$ cat config.mk
export PLATFORM = sky130hd
export DESIGN_NAME = tdm_tx
export DESIGN_NICKNAME = d
export VERILOG_FILES = /design/src/rtl/tdm_tx_pkg.sv /design/src/rtl/tdm_tx_timing.sv /design/src/rtl/tdm_tx_serializer.sv /design/src/rtl/tdm_tx_oe.sv /design/src/rtl/tdm_tx.sv
export SDC_FILE = /design/constraint.sdc
export NUM_CORES = 1
export LEC_CHECK = 0
export ABC_AREA = 0
export ABC_CLOCK_PERIOD_IN_PS = 28000
export BUFFER_PORTS_ARGS = -buffer_cell sky130_fd_sc_hd__buf_4
export CORE_UTILIZATION = 65
export CTS_CLUSTER_SIZE = 24
export DETAILED_ROUTE_END_ITERATION = 8
export GPL_TIMING_DRIVEN = 1
export PLACE_DENSITY_LB_ADDON = 0.08
export RECOVER_POWER = 25
export SYNTH_ARGS = -nofsm -noshare
export SYNTH_HDL_FRONTEND = slang
export SYNTH_SLANG_ARGS = --single-unit
$ cat constraint.sdc
create_clock -name clk -period 28 [get_ports clk]
set_input_delay 5.6 -clock clk [delete_from_list [all_inputs] [get_ports clk]]
set_output_delay 5.6 -clock clk [all_outputs]
set_load 0.005 [all_outputs]
$ cat src/rtl/tdm_tx_pkg.sv
package tdm_tx_pkg;

    localparam int SLOT_N   = 8;
    localparam int SLOT_W   = $clog2(SLOT_N);
    localparam int CONT_MAX = 32;
    localparam int BIT_W    = $clog2(CONT_MAX);
    localparam int CBITS_W  = BIT_W + 1;
    localparam int POS_W    = $clog2(SLOT_N * CONT_MAX) + 1;
    localparam int OFS_W    = 11;
    localparam int SYNCW_W  = 8;
    localparam int MASK_W   = 3;
    localparam int CODE_W   = 3;

    typedef enum logic [1:0] {
        HZ_DRIVE    = 2'd0,
        HZ_SLOT     = 2'd1,
        HZ_EARLY    = 2'd2,
        HZ_SLOT_ALT = 2'd3
    } hz_mode_e;

    typedef enum logic {
        SYNC_LEVEL = 1'b0,
        SYNC_PULSE = 1'b1
    } sync_style_e;

    // Data coordinates inside the frame, relative to the offset point
    typedef struct packed {
        logic              aligned;
        logic [SLOT_W-1:0] slot;
        logic [BIT_W-1:0]  bitn;
    } dpos_t;

    // Container width from size code; code 0 is read as the smallest size
    function automatic logic [CBITS_W-1:0] cont_bits(input logic [CODE_W-1:0] code);
        if (code == '0) return CBITS_W'(8);
        return CBITS_W'({code, 2'b00}) + CBITS_W'(4);
    endfunction

    function automatic logic [POS_W-1:0] frame_bits(input logic [SLOT_W-1:0] slots_m1,
                                                    input logic [CBITS_W-1:0] cont);
        return (POS_W'(slots_m1) + POS_W'(1)) * POS_W'(cont);
    endfunction

endpackage

$ cat src/rtl/tdm_tx_timing.sv
module tdm_tx_timing
    import tdm_tx_pkg::*;
(
    input  logic               clk,
    input  logic               rst,
    input  logic               bclk_en,
    input  logic [SLOT_W-1:0]  slots_m1,
    input  logic [SLOT_N-1:0]  slot_en,
    input  logic [CBITS_W-1:0] cont,
    input  logic [OFS_W-1:0]   offset,
    input  logic               sync_style,
    input  logic               sync_pol,
    input  logic [SYNCW_W-1:0] sync_width,
    output dpos_t              dpos,
    output logic               load,
    output logic               fsync
);

    logic [POS_W-1:0] frame_len;
    logic [POS_W-1:0] pos_q, pos_nx;
    dpos_t            dpos_q, dpos_nx;
    logic             lvl_sync, pulse_sync;

    assign frame_len = frame_bits(slots_m1, cont);

    always_comb begin
        pos_nx  = (pos_q >= frame_len - POS_W'(1)) ? '0 : pos_q + POS_W'(1);
        dpos_nx = dpos_q;
        if (OFS_W'(pos_nx) == offset) begin
            dpos_nx.aligned = 1'b1;
            dpos_nx.slot    = '0;
            dpos_nx.bitn    = '0;
        end else if (dpos_q.aligned) begin
            if ({1'b0, dpos_q.bitn} == cont - CBITS_W'(1)) begin
                dpos_nx.bitn = '0;
                dpos_nx.slot = (dpos_q.slot == slots_m1) ? '0 : dpos_q.slot + SLOT_W'(1);
            end else begin
                dpos_nx.bitn = dpos_q.bitn + BIT_W'(1);
            end
        end
    end

    // A sample is pulled on the tick that enters bit 0 of an enabled slot
    assign load = bclk_en && dpos_nx.aligned && (dpos_nx.bitn == '0) && slot_en[dpos_nx.slot];

    always_ff @(posedge clk) begin
        if (rst) begin
            pos_q  <= '0;
            dpos_q <= '0;
        end else if (bclk_en) begin
            pos_q  <= pos_nx;
            dpos_q <= dpos_nx;
        end
    end

    assign lvl_sync   = (pos_q < (frame_len >> 1)) ? sync_pol : ~sync_pol;
    assign pulse_sync = (pos_q <= POS_W'(sync_width));
    assign fsync      = (sync_style_e'(sync_style) == SYNC_PULSE) ? pulse_sync : lvl_sync;
    assign dpos       = dpos_q;

endmodule

$ cat src/rtl/tdm_tx_serializer.sv
module tdm_tx_serializer
    import tdm_tx_pkg::*;
(
    input  logic                clk,
    input  logic                rst,
    input  logic                load,
    input  logic                s_valid,
    input  logic [CONT_MAX-1:0] s_data,
    input  logic [CBITS_W-1:0]  cont,
    input  logic [MASK_W-1:0]   mask_bits,
    input  logic                lsb_first,
    input  logic [BIT_W-1:0]    bitn,
    input  logic                uf_clr,
    output logic                bit_out,
    output logic                underflow
);

    logic [CBITS_W-1:0]  eff;
    logic [CONT_MAX-1:0] keep;
    logic [CONT_MAX-1:0] word_nx, word_q;
    logic [BIT_W-1:0]    idx;
    logic                uf_q;

    assign eff     = cont - CBITS_W'(mask_bits);
    assign keep    = CONT_MAX'((64'd1 << eff) - 64'd1);
    assign word_nx = (s_data & keep) << mask_bits;

    always_ff @(posedge clk) begin
        if (rst) begin
            word_q <= '0;
            uf_q   <= 1'b0;
        end else begin
            if (load) word_q <= s_valid ? word_nx : '0;
            if (load && !s_valid) uf_q <= 1'b1;
            else if (uf_clr)      uf_q <= 1'b0;
        end
    end

    assign idx       = lsb_first ? bitn : BIT_W'(cont - CBITS_W'(1)) - bitn;
    assign bit_out   = word_q[idx];
    assign underflow = uf_q;

endmodule

$ cat src/rtl/tdm_tx_oe.sv
module tdm_tx_oe
    import tdm_tx_pkg::*;
(
    input  logic               clk,
    input  logic               rst,
    input  logic               bclk_en,
    input  logic               half_en,
    input  logic [1:0]         hz_mode,
    input  logic               act,
    input  logic [SLOT_W-1:0]  slot,
    input  logic [BIT_W-1:0]   bitn,
    input  logic [SLOT_W-1:0]  slots_m1,
    input  logic [SLOT_N-1:0]  slot_en,
    input  logic [CBITS_W-1:0] cont,
    output logic               oe
);

    hz_mode_e          mode;
    logic [SLOT_W-1:0] next_slot;
    logic              next_empty, last_bit, early_q;

    assign mode       = hz_mode_e'(hz_mode);
    assign next_slot  = (slot == slots_m1) ? '0 : slot + SLOT_W'(1);
    assign next_empty = ~slot_en[next_slot];
    assign last_bit   = ({1'b0, bitn} == cont - CBITS_W'(1));

    always_ff @(posedge clk) begin
        if (rst) begin
            early_q <= 1'b0;
        end else if (bclk_en) begin
            early_q <= 1'b0;
        end else if (half_en && mode == HZ_EARLY && act && last_bit && next_empty) begin
            early_q <= 1'b1;
        end
    end

    assign oe = (mode == HZ_DRIVE) ? 1'b1 : (act & ~early_q);

endmodule

$ cat src/rtl/tdm_tx.sv
module tdm_tx
    import tdm_tx_pkg::*;
(
    input  logic                clk,
    input  logic                rst,
    input  logic                bclk_en,
    input  logic                half_en,
    input  logic                s_valid,
    output logic                s_ready,
    input  logic [CONT_MAX-1:0] s_data,
    input  logic                cfg_sync_style,
    input  logic                cfg_sync_pol,
    input  logic [SYNCW_W-1:0]  cfg_sync_width,
    input  logic [SLOT_W-1:0]   cfg_slots_m1,
    input  logic [SLOT_N-1:0]   cfg_slot_en,
    input  logic [CODE_W-1:0]   cfg_size_code,
    input  logic [MASK_W-1:0]   cfg_mask_bits,
    input  logic                cfg_lsb_first,
    input  logic [OFS_W-1:0]    cfg_offset,
    input  logic [1:0]          cfg_hz_mode,
    input  logic                underflow_clr,
    output logic                underflow,
    output logic                fsync,
    output logic                sdata,
    output logic                sdata_oe
);

    logic [CBITS_W-1:0] cont;
    dpos_t              dpos;
    logic               load, act, bit_raw;

    assign cont = cont_bits(cfg_size_code);

    tdm_tx_timing u_timing (
        .clk        (clk),
        .rst        (rst),
        .bclk_en    (bclk_en),
        .slots_m1   (cfg_slots_m1),
        .slot_en    (cfg_slot_en),
        .cont       (cont),
        .offset     (cfg_offset),
        .sync_style (cfg_sync_style),
        .sync_pol   (cfg_sync_pol),
        .sync_width (cfg_sync_width),
        .dpos       (dpos),
        .load       (load),
        .fsync      (fsync)
    );

    tdm_tx_serializer u_ser (
        .clk       (clk),
        .rst       (rst),
        .load      (load),
        .s_valid   (s_valid),
        .s_data    (s_data),
        .cont      (cont),
        .mask_bits (cfg_mask_bits),
        .lsb_first (cfg_lsb_first),
        .bitn      (dpos.bitn),
        .uf_clr    (underflow_clr),
        .bit_out   (bit_raw),
        .underflow (underflow)
    );

    assign act = dpos.aligned & cfg_slot_en[dpos.slot];

    tdm_tx_oe u_oe (
        .clk      (clk),
        .rst      (rst),
        .bclk_en  (bclk_en),
        .half_en  (half_en),
        .hz_mode  (cfg_hz_mode),
        .act      (act),
        .slot     (dpos.slot),
        .bitn     (dpos.bitn),
        .slots_m1 (cfg_slots_m1),
        .slot_en  (cfg_slot_en),
        .cont     (cont),
        .oe       (sdata_oe)
    );

    assign sdata   = act & bit_raw;
    assign s_ready = load;

endmodule

==> impl_metrics.tcl, run 1 <==
set metrics [dict create \
    worstMarginPinSlew_ns 1.470 \
    outcome "complete, but fails checks" \
    max_stage_delay_ns 1.23 \
    postCtsHoldBufs 0 \
    die_x_microns 104.2 \
    worst_clock_skew_ns 0.008099 \
    finalSetupViolations 0 \
    gr-total-overflow 0 \
    drc 0 \
    wl_per_cell_microns 19.47 \
    ir_drop_uv 30.45 \
    fin_nets 1042 \
    core_area_sq_mm 0.009955 \
    clkTransAtPathRegs_ns 0.09 \
    syn_area_per_cell_sq_um 7.796 \
    drt-total-wl_microns 20420 \
    num_antenna_cells 0 \
    worstSetupEndpointType "primary output" \
    rows 36 \
    worstSetupPathType "in -> out" \
    start_util 0.6821 \
    crit_chain "clkbuf_1, inv_1, ha_1, nor2b_1, nor2_1, or2_2, fa_1, inv_1, fa_1, fa_1, xnor2_1, nand2_1, nor3b_1, xor2_1, ha_1, a21oi_1, o21ai_0, a21oi_1, and4_1, a211oi_1, nor4b_1, o21bai_2, nand2_1, buf_4" \
    critical-path-top-delay-family "simple AND/OR/NAND/NOR gates" \
    num_io_pins 84 \
    synth_seq_cells 52 \
    first_pass_iters 6 \
    ys_seq_area_frac 0.1533 \
    synth_flop_cell "dfxtp_1" \
    final_hold_viol_count 0 \
    cts_buffers 5 \
    layout-drive-gt1-share 0.1801 \
    slew_headroom 0.006097 \
    crit_cells 24 \
    gr-usage-all-layers 0.3722 \
    dr.first_iter.drc_count 684 \
    grt_pass1_vias 7039 \
    synth_top_family_by_area "compound AO/OA/AOI/OAI gates" \
    post_cts_buffers 0 \
    postRouteAntennaNets 0 \
    clkSinkCount 52 \
    crit_path_start_kind "primary input" \
    crit_top_cell "fa_1" \
    synth_compound_area_frac 0.2788 \
    die_area_sq_mm 0.01086 \
    cap_violations 1 \
    cts_max_path_buffers 2 \
    finalSetupTns_ns 0 \
    placedCellCount 1041 \
    synth-async-reset-ratio 0 \
    crit_path_start "cfg_size_code[0]" \
    rsz0062_at_grt "no" \
    muxShareOfSynthArea 0.1060 \
    routed-via-count 7239 \
    period_share 0.6625 \
    portBuffers 83 \
    power.leakage_nw 3.054 \
    critPathArrivalTime_ns 12.95 \
    reg2reg_depth 11 \
    cts.repair.resized 0 \
    routed_via_density 6.901 \
    syn_inst 871 \
    yosys_warnings 0 \
    cellPowerDensity_mw_per_mm2 33.49 \
    setup_ws_ns 9.450 \
    place_ws_ns 10.26 \
    worstReg2RegStart "u_timing.pos_q[0]" \
    synthSimpleGateAreaFrac 0.2570 \
    slowest_stage "nor4b_1" \
    violations "capacitance limit" \
    die_y_microns 104.2 \
    fin_crit_ns 18.55 \
    synth_edf_count 0 \
    syn2layout_area_growth_pct 9.140 \
    max_freq_mhz 53.91 \
    slew_violations 0 \
    multi_input_area_sq_mm 0.005289 \
    crit_fanout 12 \
    grt_max_degree 53 \
    syn_nets 998 \
    ff_latch_area_sq_mm 0.001041 \
    hpwlAfterDp_microns 15680 \
    cp.buffers_inverters 4 \
    yosys.area_share.adder 0.09287 \
    clock_latency_ns 0.32 \
    netlist_area_sq_mm 0.006790 \
    synth_xor_area_frac 0.04680 \
    hold_path.startpoint "u_ser.word_q[9]" \
    fill_cells 754 \
    grt_pass1_wl_microns 33150 \
    hold_class "reg -> reg" \
    cts_tree "built" \
    clock-root-buffer "clkbuf_8" \
    synth.distinct_cells 93 \
    cp.required_ns 22.40 \
    gp_congestion 0.9564 \
    antenna_found_initial 0 \
    fin_cells 1049 \
    min_path_cells 1 \
    cts_max_level 2 \
]
-- routing by layer --
metal | global-route usage | vias up | share of wire
met1 | 0.4209 | 3346 | 0.39
met4 | 0.1765 | 0 | 0.049
met3 | 0.05263 | 113 | 0.072
met5 | 0 | - | 0
li1 | - | 3386 | -
met2 | 0.6838 | 394 | 0.49
-- through the flow --
step	hold slack [ns]	utilization	total power, mW	cell area, sq um
floorplan	0.4271	-	0.1584	6790
global placement	0.4424	0.7354	0.1873	7321
detailed placement	0.4412	0.7354	0.1918	7321
CTS	0.4690	0.7466	0.2451	7432
global route	0.4901	0.7445	0.2610	7411
finish	0.4691	0.7445	0.2482	7411
-- cells in the final DEF, fill, tap and decap left out, types with 11 or more instances in the layout --
cell type / instances
a211oi_1: 13
a21oi_1: 48
a22o_2: 15
and2_1: 12
buf_4: 84
dfxtp_1: 52
ha_1: 44
inv_1: 42
mux2_2: 13
mux2i_1: 37
nand2_1: 72
nand2b_1: 11
nand3_1: 42
nand4_1: 15
nor2_1: 63
nor2b_1: 16
nor3_1: 22
o211ai_1: 11
o21a_1: 14
o21ai_0: 56
o2bb2ai_1: 14
xnor2_1: 25
-- state kept, by name, summed over array words and instances (netlist names) --
name,cells
u_oe.early_q,1
u_ser.underflow,1
u_ser.word_q,32
u_timing.dpos,9
u_timing.pos_q,9
-- logic make-up after synthesis --
kind of cell,Yosys count
simple gates,324
compound gates,263
buf+inv,92
mux,59
flops,52
fa+ha+maj,48
xor+xnor,33
-- where the power goes --
group          internal [mW]  leakage [nW]  switching, mW
clock                 0.0265        0.0541         0.0275
sequential            0.0742         0.419       0.000787
combinational         0.0477          2.58         0.0716
total                  0.148          3.05         0.0998
-- final cells by class --
class	count	area share
inverters	43	0.02178
clock buffers	5	0.009286
clock inverters	3	0.005740
multi-input cells	727	0.7137
repair buffers	86	0.08661
well taps	133	0.02245
flip-flops and latches	52	0.1405
-- Yosys cell counts, types with 6 or more instances --
library cell  instances  area [sq um]
a211oi_1             13         97.59
a21o_1                7         52.55
a21oi_1              48         240.2
a22o_2               15         150.1
a31oi_1               6         37.54
a32o_1                7         70.07
and2_1               12         75.07
and3_1                9         56.30
buf_2                 7         35.03
buf_6                 6         67.56
clkbuf_1             28         105.1
dfxtp_1              52          1041
ha_1                 44         550.5
inv_1                42         157.7
mux2_2               13         146.4
mux2i_1              37         370.4
mux4_2                9         202.7
nand2_1              72         270.3
nand2b_1             11         68.82
nand3_1              42         210.2
nand4_1              15         93.84
nor2_1               63         236.5
nor2b_1              16         100.1
nor3_1               22         110.1
nor3b_1               6         45.04
nor4_1               10         62.56
o211ai_1             11         82.58
o21a_1               14         105.1
o21ai_0              56         280.3
o2bb2ai_1            14         122.6
o31ai_1               9         67.56
or2_2                 8         50.05
xnor2_1              25         219.0
xor2_1                6         52.55
-- final timing paths --
path                            slack, ns                to
worst min register to register       0.47   u_ser.word_q[9]
worst max register to register      23.38  u_ser.word_q[31]
worst max-delay path                 9.45           s_ready
worst min-delay path                 0.47   u_ser.word_q[9]
No activity file was read; power rests on OpenSTA's default activity.
==> run 2, diff against run 1 <==
--- a/config.mk
+++ b/config.mk
@@ -6,9 +6,9 @@
 export NUM_CORES = 1
 export LEC_CHECK = 0
 export ABC_AREA = 0
-export ABC_CLOCK_PERIOD_IN_PS = 28000
+export ABC_CLOCK_PERIOD_IN_PS = 18910
 export BUFFER_PORTS_ARGS = -buffer_cell sky130_fd_sc_hd__buf_4
-export CORE_UTILIZATION = 65
+export CORE_UTILIZATION = 61
 export CTS_CLUSTER_SIZE = 24
 export DETAILED_ROUTE_END_ITERATION = 8
 export GPL_TIMING_DRIVEN = 1
==> constraint.sdc (replaced) <==
create_clock -name clk -period 18.91 [get_ports clk]
set_input_delay 3.782 -clock clk [delete_from_list [all_inputs] [get_ports clk]]
set_output_delay 3.782 -clock clk [all_outputs]
set_load 0.005 [all_outputs]
==> run 2 against run 1 <==
The run now ends clean. Final cell count is 0.67% higher. Via count is 0.55% lower. Highest routed layer unchanged. Power is 44% higher. Critical path type unchanged. Die area is 6.4% higher. Core utilization is 6.1 points lower.
==> impl_metrics.tcl, run 2 (synthesis results as in run 1) <==
set metrics [dict create \
    critical-path-top-delay-family "simple AND/OR/NAND/NOR gates" \
    top_register "u_ser.word_q" \
    num_io_pins 84 \
    slew_headroom 0.09827 \
    rsz0062_at_grt "no" \
    die_x_microns 107.5 \
    worstSetupEndpointType "primary output" \
    crit_cells 24 \
    postRouteAntennaNets 0 \
    clkTransAtPathRegs_ns 0.10 \
    cap_violations 0 \
    cts_max_level 2 \
    hold_class "reg -> reg" \
    postCtsHoldBufs 0 \
    final_common_cell "buf_4" \
    clock_latency_ns 0.33 \
    hold_path.startpoint "u_ser.word_q[22]" \
    routed-via-count 7199 \
    finalSetupViolations 0 \
    antenna_found_initial 0 \
    crit_path_start_kind "primary input" \
    dr.first_iter.drc_count 658 \
    core_area_sq_mm 0.01084 \
    slowest_stage "nor4b_1" \
    cellPowerDensity_mw_per_mm2 48.31 \
    post_cts_buffers 0 \
    crit_path_start "cfg_size_code[0]" \
    final_hold_viol_count 0 \
    clkSinkCount 52 \
    holdWs_ns 0.4741 \
    outcome "complete, no violations" \
    power.leakage_nw 3.045 \
    drc 0 \
    rr_endpoint "u_ser.word_q[31]" \
    worstReg2RegStart "u_timing.pos_q[0]" \
    fin_nets 1042 \
    grt_pass1_wl_microns 33090 \
    portBuffers 83 \
    reg2reg_depth 11 \
    gr-total-overflow 0 \
    crit_path_end "s_ready" \
    worst_clock_skew_ns 0.004936 \
    cts_max_path_buffers 2 \
    routed_via_density 6.817 \
    die_y_microns 107.5 \
    wl_per_cell_microns 19.45 \
    finalSetupTns_ns 0 \
    max_stage_delay_ns 1.13 \
    largest_reg_flops 32 \
    cp.buffers_inverters 4 \
    start_util 0.6264 \
    gp_congestion 0.9266 \
    first_pass_iters 6 \
    crit_chain "clkbuf_1, inv_1, ha_1, nor2b_1, nor2_1, or2_2, fa_1, inv_1, fa_1, fa_1, xnor2_1, nand2_1, nor3b_1, xor2_1, ha_1, a21oi_1, o21ai_0, a21oi_1, and4_1, a211oi_1, nor4b_1, o21bai_2, nand2_1, buf_4" \
    slew_violations 0 \
    grt_pass1_vias 6954 \
    final_cell_mix "buf_4 (83), nand2_1 (72), nor2_1 (63), o21ai_0 (56), dfxtp_1 (52)" \
    cp.required_ns 15.13 \
    worstSetupPathType "in -> out" \
    cts_buffers 5 \
    clock-root-buffer "clkbuf_8" \
    ir_drop_uv 48.27 \
    cts.repair.resized 0 \
    syn2layout_area_growth_pct 9.047 \
    crit_top_cell "fa_1" \
    crit_fanout 12 \
    period_share 0.7812 \
    drt-total-wl_microns 20530 \
    gr-usage-all-layers 0.3580 \
    grt_max_degree 53 \
    max_freq_mhz 67.69 \
    hpwlAfterDp_microns 15900 \
    critPathArrivalTime_ns 10.99 \
    layout-drive-gt1-share 0.1790 \
    die_area_sq_mm 0.01156 \
    worstMarginPinSlew_ns 1.334 \
    fin_crit_ns 14.77 \
    cts_tree "built" \
    num_antenna_cells 0 \
    rows 38 \
    rrSetupSlack_ns 14.34 \
]
[run 2: cell count changes in the layout (fill, tap and decap cells not counted)]
cell       change
clkbuf_4       +1
inv_8          +1
or2_0          +1
clkinv_4       +1
buf_4          -1
clkinv_2       -1
bufinv_16      -1
or2_2          -1
[run 2: worst min-delay path by stage]
stage	cells past startpoint	end	slack (ns)
detailed placement	1	u_ser.word_q[9]	0.44
global route	1	u_ser.word_q[9]	0.48
CTS	1	u_ser.word_q[9]	0.47
floorplan	1	u_ser.word_q[14]	0.43
finish	1	u_ser.word_q[22]	0.47
global placement	1	u_ser.word_q[14]	0.44
[run 2: worst register-to-register path, cell delays in order (launching register included)]
cell	delay, ns
dfxtp_1	0.56
ha_1	0.44
nand3_1	0.19
o21a_1	0.24
or4b_1	0.52
a211oi_1	0.26
a211oi_1	0.07
nor4b_1	1.13
a2bb2oi_2	0.17
nand2b_4	0.25
a21boi_4	0.44
a32o_1	0.24
[run 2: cell type report]
class,instances,area [sq um]
Tap cell,140,175.2
Multi-Input combinational cell,727,5289
Timing Repair Buffer,86,641.9
Fill cell,910,3436
Clock inverter,3,27.53
Inverter,43,161.4
Clock buffer,5,68.82
Sequential cell,52,1041
[run 2: per-stage QoR]
step / setup slack (ns) / utilization / cell area (sq um) / std cells / total power [mW]
after floorplan: 5.796 / - / 6790 / 871 / 0.2345
after global placement: 5.115 / 0.6761 / 7330 / 1048 / 0.2791
after detailed placement: 4.858 / 0.6761 / 7330 / 1048 / 0.2845
after CTS: 4.848 / 0.6850 / 7426 / 1056 / 0.3548
after global routing: 3.377 / 0.6831 / 7405 / 1056 / 0.3774
final: 4.137 / 0.6831 / 7405 / 1056 / 0.3577
[run 2: layer usage]
metal  part of all wire  GRT usage
met5                  0          0
met4              0.035     0.1497
met3              0.065    0.04116
met2               0.50     0.6575
met1               0.40     0.4165
[run 2: where the power goes]
group          total [mW]  internal, mW  switching (mW)
Clock              0.0714        0.0273          0.0441
Sequential          0.111         0.110         0.00119
Combinational       0.175        0.0704           0.105
Total               0.358         0.208           0.150
==> run 3, diff against run 2 <==
--- a/config.mk
+++ b/config.mk
@@ -6,7 +6,7 @@
 export NUM_CORES = 1
 export LEC_CHECK = 0
 export ABC_AREA = 0
-export ABC_CLOCK_PERIOD_IN_PS = 18910
+export ABC_CLOCK_PERIOD_IN_PS = 13950
 export BUFFER_PORTS_ARGS = -buffer_cell sky130_fd_sc_hd__buf_4
 export CORE_UTILIZATION = 61
 export CTS_CLUSTER_SIZE = 24
==> constraint.sdc (replaced) <==
create_clock -name clk -period 13.95 [get_ports clk]
set_input_delay 2.79 -clock clk [delete_from_list [all_inputs] [get_ports clk]]
set_output_delay 2.79 -clock clk [all_outputs]
set_load 0.005 [all_outputs]
==> run 3 against run 2 <==
Non-clock buffer count stayed put. Largest cell class unchanged. Clock power grew 27%. Final area up 0.12%. Sequential share of layout area about the same. Final cell count is the same. Core utilization increased by 0.081 points. Global-route usage down 1.2 points. Highest routed layer unchanged. Via count is 0.96% lower.
==> impl_metrics.tcl, run 3 (synthesis results as in run 1) <==
set metrics [dict create \
    rsz0062_at_grt "no" \
    worstReg2RegStart "u_timing.pos_q[0]" \
    hpwlAfterDp_microns 15860 \
    gr-usage-all-layers 0.3461 \
    core_area_sq_mm 0.01084 \
    crit_fanout 12 \
    cts_tree "built" \
    critPathArrivalTime_ns 9.42 \
    hold_class "reg -> reg" \
    grtUsageMet1 0.4069 \
    finalSetupViolations 0 \
    met2_usage 0.6122 \
    place_ws_ns 1.789 \
    cp.required_ns 11.16 \
    fin_nets 1042 \
    antenna_found_initial 0 \
    grt.busiest_layer "met2" \
    routed-via-count 7130 \
    slew_violations 0 \
    hold_path.startpoint "u_ser.word_q[18]" \
    worst_clock_skew_ns 0.01048 \
    num_antenna_cells 0 \
    dr.first_iter.drc_count 700 \
    worstMarginPinSlew_ns 1.027 \
    worstSetupPathType "in -> out" \
    crit_path_end "s_ready" \
    crit_path_start "cfg_size_code[0]" \
    max_freq_mhz 81.89 \
    period_share 0.8754 \
    cts_buffers 5 \
    grt_max_degree 53 \
    gp_congestion 0.9513 \
    first_pass_iters 5 \
    rrSetupSlack_ns 10.09 \
    slew_headroom 0.3106 \
    drc 0 \
    cap_violations 0 \
    fin_crit_ns 12.21 \
    num_io_pins 84 \
    wl_per_cell_microns 19.02 \
    holdWs_ns 0.4748 \
    layout-drive-gt1-share 0.1801 \
    grt_pass1_wl_microns 31880 \
    crit_path_start_kind "primary input" \
    fill_cells 922 \
    worstSetupEndpointType "primary output" \
    cts.repair.resized 0 \
    finalSetupTns_ns 0 \
    ir_drop_uv 65.97 \
    drt-total-wl_microns 20080 \
    power.leakage_nw 3.054 \
    routed_via_density 6.752 \
    total_power_uw 479.1 \
    die_y_microns 107.5 \
    final_core_util 0.6839 \
    post_cts_buffers 0 \
    clkSinkCount 52 \
    rows 38 \
    syn2layout_area_growth_pct 9.176 \
    reg2reg_depth 11 \
    postCtsHoldBufs 0 \
    clock-root-buffer "clkbuf_8" \
    grt_pass1_vias 6687 \
    outcome "complete, no violations" \
    final_cell_mix "buf_4 (83), nand2_1 (72), nor2_1 (63), o21ai_0 (56), dfxtp_1 (52)" \
    postRouteAntennaNets 0 \
    top_register "u_ser.word_q" \
    cts_max_path_buffers 2 \
    final_common_cell "buf_4" \
    start_util 0.6264 \
    setup_ws_ns 1.738 \
    portBuffers 83 \
    met3_usage 0.04419 \
    largest_reg_flops 32 \
    rr_endpoint "u_ser.word_q[31]" \
    final_hold_viol_count 0 \
    gr-total-overflow 0 \
    clock_latency_ns 0.32 \
    die_area_sq_mm 0.01156 \
    clkTransAtPathRegs_ns 0.10 \
    die_x_microns 107.5 \
    cts_max_level 2 \
    cellPowerDensity_mw_per_mm2 64.63 \
]
## run 3: cell counts in the layout (fill, tap and decap cells not counted)
Identical to the previous run, type by type.
## run 3: worst min path at each step
stage                       end  cells after the start
5_1_grt        u_ser.word_q[13]                      1
3_5_place_dp   u_ser.word_q[18]                      1
6_report       u_ser.word_q[18]                      1
4_1_cts         u_ser.word_q[9]                      1
2_1_floorplan  u_ser.word_q[14]                      1
3_3_place_gp   u_ser.word_q[14]                      1
## run 3: per-stage QoR
| step | cell area [sq um] | std cells |
|---|---|---|
| floorplan | 6790 | 871 |
| global placement | 7330 | 1048 |
| detailed placement | 7330 | 1048 |
| CTS | 7420 | 1056 |
| global route | 7413 | 1056 |
| finish | 7413 | 1056 |
## run 3: power breakdown
| group | switching, mW | leakage (nW) | internal, mW |
|---|---|---|---|
| Clock | 0.0546 | 0.0445 | 0.0357 |
| Sequential | 0.00153 | 0.419 | 0.149 |
| Combinational | 0.143 | 2.59 | 0.0955 |
## run 3: worst max-delay path, cell delays in order
cell and delay (ns):
clkbuf_1 0.14, inv_1 0.12, ha_1 0.27, nor2b_1 0.44, nor2_1 0.32, or2_2 0.38
fa_1 0.51, inv_1 0.06, fa_1 0.53, fa_1 0.48, xnor2_1 0.32, nand2_1 0.12
nor3b_1 0.24, xor2_1 0.18, ha_1 0.27, a21oi_1 0.15, o21ai_0 0.13, a21oi_1 0.50
nor4_1 0.09, o311ai_0 0.55, nor4b_4 0.17, a2bb2oi_2 0.23, nand2b_4 0.21, nand2_1 0.06
buf_4 0.15
## run 3: layout make-up
class,instances,area [sq um],area share
Multi-Input combinational cell,727,5304,0.7154
Sequential cell,52,1041,0.1404
Timing Repair Buffer,86,641.9,0.08658
Tap cell,140,175.2,0.02363
Inverter,43,161.4,0.02177
Clock buffer,5,68.82,0.009283
Clock inverter,3,21.27,0.002869
## run 3: per-layer routing
metal / up-vias / part of all wire / wire [microns]
met5: - / 0 / 0
met4: 0 / 0.047 / 953
met3: 84 / 0.065 / 1314
met2: 344 / 0.49 / 9774
li1: 3374 / - / -
met1: 3328 / 0.40 / 8038
